$ cat src/rtl/bsz_pkg.sv
package bsz_pkg;
    typedef enum logic [1:0] {
        PS_W32  = 2'b00,
        PS_W16  = 2'b01,
        PS_W8   = 2'b10,
        PS_W32R = 2'b11
    } port_size_e;
endpackage

$ cat src/rtl/bsz_size_decode.sv
module bsz_size_decode #(
    parameter int NB = 4,
    parameter int AW = 2
) (
    input  bsz_pkg::port_size_e size_i,
    output logic [AW:0]         wb_o,
    output logic [AW-1:0]       last_o
);
    always_comb begin
        unique case (size_i)
            bsz_pkg::PS_W16: begin
                wb_o   = (AW+1)'(NB/2);
                last_o = AW'(1);
            end
            bsz_pkg::PS_W8: begin
                wb_o   = (AW+1)'(1);
                last_o = AW'(NB-1);
            end
            default: begin
                wb_o   = (AW+1)'(NB);
                last_o = '0;
            end
        endcase
    end
endmodule

$ cat src/rtl/bsz_lane_mux.sv
module bsz_lane_mux #(
    parameter int DW = 32,
    parameter int NB = DW/8,
    parameter int AW = 2
) (
    input  logic          active_i,
    input  logic [DW-1:0] wdata_i,
    input  logic [AW:0]   wb_i,
    input  logic [AW-1:0] idx_i,
    output logic [DW-1:0] lanes_o,
    output logic [NB-1:0] bs_n_o,
    output logic [AW-1:0] addr_o
);
    int base;

    always_comb begin
        base    = int'(idx_i) * int'(wb_i);
        lanes_o = '0;
        bs_n_o  = '1;
        addr_o  = '0;
        if (active_i) begin
            addr_o = AW'(base);
            for (int j = 0; j < NB; j++) begin
                if (j < int'(wb_i) && (base + j) < NB) begin
                    lanes_o[DW-1-8*j -: 8] = wdata_i[DW-1-8*(base+j) -: 8];
                    bs_n_o[NB-1-j]         = 1'b0;
                end
            end
        end
    end
endmodule

$ cat src/rtl/bsz_read_merge.sv
module bsz_read_merge #(
    parameter int DW = 32,
    parameter int NB = DW/8,
    parameter int AW = 2
) (
    input  logic [DW-1:0] rdata_i,
    input  logic [DW-1:0] lanes_i,
    input  logic [AW:0]   wb_i,
    input  logic [AW-1:0] idx_i,
    output logic [DW-1:0] rdata_o
);
    int base;

    always_comb begin
        base    = int'(idx_i) * int'(wb_i);
        rdata_o = rdata_i;
        for (int j = 0; j < NB; j++) begin
            if (j < int'(wb_i) && (base + j) < NB) begin
                rdata_o[DW-1-8*(base+j) -: 8] = lanes_i[DW-1-8*j -: 8];
            end
        end
    end
endmodule

$ cat src/rtl/bus_sizer.sv
module bus_sizer #(
    parameter int DW = 32
) (
    input  logic                     clk,
    input  logic                     rst_n,
    input  logic                     start_i,
    input  logic [1:0]               psize_i,
    input  logic [DW-1:0]            wdata_i,
    input  logic                     ack_i,
    input  logic [DW-1:0]            rd_lanes_i,
    output logic                     xfer_o,
    output logic [DW-1:0]            wr_lanes_o,
    output logic [DW/8-1:0]          bs_n_o,
    output logic [$clog2(DW/8)-1:0]  addr_o,
    output logic                     done_o,
    output logic [DW-1:0]            rdata_o
);
    localparam int NB = DW/8;
    localparam int AW = $clog2(NB);

    typedef struct packed {
        logic          busy;
        logic [AW-1:0] idx;
        logic [1:0]    size;
        logic [DW-1:0] wdata;
        logic [DW-1:0] rdata;
        logic          done;
    } seq_t;

    seq_t st_d, st_q;

    logic [AW:0]   wb;
    logic [AW-1:0] last_idx;
    logic [DW-1:0] merged;

    bsz_size_decode #(.NB(NB), .AW(AW)) i_dec (
        .size_i (bsz_pkg::port_size_e'(st_q.size)),
        .wb_o   (wb),
        .last_o (last_idx)
    );

    bsz_lane_mux #(.DW(DW), .NB(NB), .AW(AW)) i_mux (
        .active_i (st_q.busy),
        .wdata_i  (st_q.wdata),
        .wb_i     (wb),
        .idx_i    (st_q.idx),
        .lanes_o  (wr_lanes_o),
        .bs_n_o   (bs_n_o),
        .addr_o   (addr_o)
    );

    bsz_read_merge #(.DW(DW), .NB(NB), .AW(AW)) i_merge (
        .rdata_i (st_q.rdata),
        .lanes_i (rd_lanes_i),
        .wb_i    (wb),
        .idx_i   (st_q.idx),
        .rdata_o (merged)
    );

    always_comb begin
        st_d      = st_q;
        st_d.done = 1'b0;
        if (!st_q.busy) begin
            if (start_i) begin
                st_d.busy  = 1'b1;
                st_d.idx   = '0;
                st_d.size  = psize_i;
                st_d.wdata = wdata_i;
                st_d.rdata = '0;
            end
        end else if (ack_i) begin
            st_d.rdata = merged;
            if (st_q.idx == last_idx) begin
                st_d.busy = 1'b0;
                st_d.idx  = '0;
                st_d.done = 1'b1;
            end else begin
                st_d.idx = st_q.idx + AW'(1);
            end
        end
    end

    always_ff @(posedge clk or negedge rst_n) begin
        if (!rst_n) st_q <= '0;
        else        st_q <= st_d;
    end

    assign xfer_o  = st_q.busy;
    assign done_o  = st_q.done;
    assign rdata_o = st_q.rdata;

    assert_idle_quiet_R10: assert property (@(posedge clk) disable iff (!rst_n)
        !xfer_o |-> (bs_n_o == '1 && wr_lanes_o == '0));

    assert_stall_hold_R7: assert property (@(posedge clk) disable iff (!rst_n)
        (xfer_o && !ack_i) |=> (xfer_o && $stable(addr_o) && $stable(bs_n_o) && $stable(wr_lanes_o)));

    assert_first_addr_zero_R2: assert property (@(posedge clk) disable iff (!rst_n)
        $rose(xfer_o) |-> addr_o == '0);

    assert_byte_port_top_lane_R5: assert property (@(posedge clk) disable iff (!rst_n)
        (xfer_o && st_q.size == 2'b10) |-> bs_n_o == {1'b0, {(NB-1){1'b1}}});

    assert_half_port_low_zero_R4: assert property (@(posedge clk) disable iff (!rst_n)
        (xfer_o && st_q.size == 2'b01) |-> wr_lanes_o[DW/2-1:0] == '0);

    assert_done_single_R9: assert property (@(posedge clk) disable iff (!rst_n)
        done_o |=> !done_o);

    assert_done_after_ack_R9: assert property (@(posedge clk) disable iff (!rst_n)
        done_o |-> $past(xfer_o && ack_i));
endmodule

$ cat config.mk
export PLATFORM = sky130hd
export DESIGN_NAME = bus_sizer
export DESIGN_NICKNAME = d
export VERILOG_FILES = /design/src/rtl/bsz_pkg.sv /design/src/rtl/bsz_size_decode.sv /design/src/rtl/bsz_lane_mux.sv /design/src/rtl/bsz_read_merge.sv /design/src/rtl/bus_sizer.sv
export SDC_FILE = /design/constraint.sdc
export NUM_CORES = 1
export LEC_CHECK = 0
export BUFFER_PORTS_ARGS = -buffer_cell sky130_fd_sc_hd__buf_2
export CORE_ASPECT_RATIO = 0.5
export CORE_MARGIN = 1.5
export CORE_UTILIZATION = 40
export CTS_CLUSTER_DIAMETER = 40
export CTS_CLUSTER_SIZE = 8
export DETAILED_ROUTE_END_ITERATION = 7
export HOLD_SLACK_MARGIN = 0.12
export SYNTH_ARGS = -nofsm -noshare
export SYNTH_HDL_FRONTEND = slang
export SYNTH_SLANG_ARGS = --single-unit
export TNS_END_PERCENT = 20
$ cat constraint.sdc
create_clock -name clk -period 11.1 [get_ports clk]
set_clock_uncertainty 0.05 [all_clocks]
set_input_delay 0.555 -clock clk [delete_from_list [all_inputs] [get_ports clk]]
set_output_delay 0.555 -clock clk [all_outputs]
set_load 0.05 [all_outputs]
==> run_results.csv <==
group,metric,value,unit
sta,timing.final.crit_share,50.5,%
layout,layout-drive-gt1-share,32.0,%
synth,ys.warnings.count,0,
synth,synthesis.area,5980,µm²
grt,grtUsageMet3,7.65,%
min_path,hold_path.class,"in -> async",
worst_setup_path,slowest_stage_cell_crit_path,"sky130_fd_sc_hd__fa_1",
grt,grt.met2_usage,40.6,%
layout,fillcell_total,1416,
synth,synth-seq-cells,70,
layout,fin_nets,820,
clock_network,cts-hold-fix-buffers,0,
clock_network,clk_transition_reported_paths,70,ps
sta,max_freq,178,MHz
synth,synth.top_cells.by_count,"sky130_fd_sc_hd__dfrtp_1 (70), sky130_fd_sc_hd__mux2i_1 (40), sky130_fd_sc_hd__nand2_1 (37)",
worst_setup_path,worst-setup-path-type,"reg -> out",
sta,worst_slew_margin_rel,22.0,%
synth,post-synth-top-area-fraction,29.3,%
worst_setup_path,cp_cell_sequence,"inv_1, ha_1, ha_1, inv_1, fa_1, inv_1, ha_1, xnor3_1, inv_1, ha_1, and4_1, nand4_1, nand2_1, nand3_1, nor2b_1, buf_2",
sta,rsz0062_at_grt,"no",
routing,detailedRoute.firstIterationViolations,579,
sta,worst-slew-pin-transition,1160,ps
synth,ys_top_cells_by_area,"sky130_fd_sc_hd__dfrtp_1 (29%), sky130_fd_sc_hd__mux2i_1 (6.7%), sky130_fd_sc_hd__mux2_2 (6.6%)",
grt,top_usage_layer,"met2",
floorplanning,core_region_area,14500,µm²
grt,overall_overflow_remaining_after_global_route,0,
clock_network,bufs_on_longest_clock_path,2,
worst_setup_path,critical_path_arrival,5000,ps
synth,post_synth.cell_area_avg,9.80,µm²
routing,post_drt_via_cell_ratio,6.16,
synth,post_synth_inst_count,610,
synth,netlist-cell-type-count,70,
layout,antenna_cells,0,
worst_setup_path,crit_path_end_kind,"output port",
grt,wire_length_of_the_first_global_routing_pass,31.3,mm
synth,synth.yosys.seq_area_share,29.3,%
layout,final_cell_count_no_fill,929,
worst_setup_path,timing.critical_path.from_type,"register",
placement,port-buffer-count,141,
grt,grt_util_met1,35.6,%
placement,post-place-cells,914,
clock_network,tritoncts,"built",
placement,post-dp-hpwl,14.6,mm
synth,synth_nets,703,
placement,routabilityCongestion,0.895,
clock_network,post-cts-setup-buffers,0,
clock_network,cts-resized-gates,0,
floorplanning,fp.dieH,89.4,µm
routing,final_antenna_net_count,0,
sta,maxSlewViolCount,0,
floorplanning,fp.dieArea,15700,µm²
worst_setup_path,critical_path_required,10500,ps
routing,drt_pre_antenna_iters,5,
layout,layout-area-overhead-vs-synth,18.6,%
synth,dominantRegCellSynth,"sky130_fd_sc_hd__dfrtp_1",
synth,synth.most_common_cell,"sky130_fd_sc_hd__dfrtp_1",
synth,ys_async_sr_fraction,100,%
floorplanning,die_width,176,µm
sta,timing.setup.tns,0,ps
clock_network,clkLatencyLatePin,340,ps
routing,num_vias,5721,
outcome,outcome,"finished, final reports clean",
floorplanning,ioPinCount,142,
floorplanning,initial_utilization,41.1,%
grt,first_global_vias,5616,
clock_network,cts_root_buf,"sky130_fd_sc_hd__clkbuf_16",
sta,finalWorstPathRequiredPeriod,5610,ps
clock_network,clock_sink_count,70,
sta,timing.final.hold_violations,0,
clock_network,number_of_h_tree_branching_levels,3,
grt,grt_antenna_before_repair,0,
floorplanning,row_count,31,
sta,setup_viol_count_final,0,
grt,grt_max_degree,71,
synth,synth_enable_flop_cells,0,
routing,post_drt_wl_per_cell,22.1,µm
routing,drcViolationCount,0,
worst_setup_path,cp_slowest_stage_delay,670,ps
job,drv.max_cap_violation_count,0,
worst_setup_path,critPathMaxFanout,12,
clock_network,cts-buffers-inserted,9,
grt,grt.total_usage,26.4,%
routing,routed_wirelength,20.5,mm
synth,netlist.top_cell.by_area,"sky130_fd_sc_hd__dfrtp_1",
final cells by class:
class	count	area, µm²	share of cell area (%)
Inverter	18	67.6	0.953
Multi-Input combinational cell	484	4010	56.5
Tap cell	198	248	3.49
Clock buffer	9	225	3.18
Clock inverter	6	63.8	0.900
Timing Repair Buffer	144	731	10.3
Sequential cell	70	1750	24.7
cell usage in the layout (no fill, tap or decap), drive strengths merged, types with 8 or more instances in the layout:
| cell type | count |
|---|---|
| nor2b | 34 |
| a21oi | 23 |
| and3 | 16 |
| mux2i | 40 |
| and2 | 29 |
| nor2 | 28 |
| o21ai | 18 |
| nand2 | 38 |
| o211a | 8 |
| buf | 144 |
| a221oi | 8 |
| nor3 | 9 |
| o22ai | 16 |
| dfrtp | 70 |
| a22o | 21 |
| mux2 | 35 |
| nand3 | 16 |
| clkbuf | 9 |
| a221o | 20 |
| mux4 | 16 |
| inv | 18 |
| ha | 22 |
| a31oi | 21 |
stage by stage:
stage               util (%)  hold WS (ps)  setup slack [ps]  instance area (µm²)
finish                  48.8           279              5490                 7090
global route            48.8           380              5140                 7090
CTS                     48.8           351              5500                 7090
detailed placement      46.8           488              5850                 6800
global placement        46.8           481              5930                 6800
floorplan                  -           209              6400                 5980
layer usage:
metal  up-vias  share of wire, %
met5         -                 0
met4         0               1.9
met3        38               9.8
met2       296                44
met1      2805                45
li1       2582                 -
flip-flops by register name (all words and copies together), names as in the netlist:
name / flops
done_o: 1
rdata_o: 32
st_q: 36
xfer_o: 1
cell families (layout without fill, tap and decap cells):
logic type,after synthesis,after routing,synth area share (%)
compound gates,160,160,20.6
xor+xnor,8,8,2.09
fa+ha+maj,23,23,4.94
buf+inv,56,177,3.98
flops,70,70,29.3
mux,91,91,19.3
simple gates,202,202,19.8
final timing paths:
check | from | to | slack (ps) | cells past startpoint
worst max-delay path | st_q[65] | wr_lanes_o[10] | 5490 | 16
worst min-delay path | rst_n | rdata_o[27] | 280 | 1
worst max register to register | st_q[65] | rdata_o[3] | 5700 | 15
worst min register to register | st_q[33] | st_q[33] | 500 | 1
max in group asynchronous | rst_n | st_q[65] | 10040 | 1
min in group clk | psize_i[1] | st_q[66] | 380 | 3
worst max-delay path: cells and delay by family, from the launching register on:
kind / cells / cell delay (ps)
AND/OR/NAND/NOR: 5 / 1220
buffers and inverters: 5 / 690
flip-flops: 1 / 340
adder cells (fa/ha/maj): 5 / 1980
XOR/XNOR: 1 / 440
Power is not shown: default switching activity piles up to over one toggle a cycle in this logic, so the estimate is an artifact.
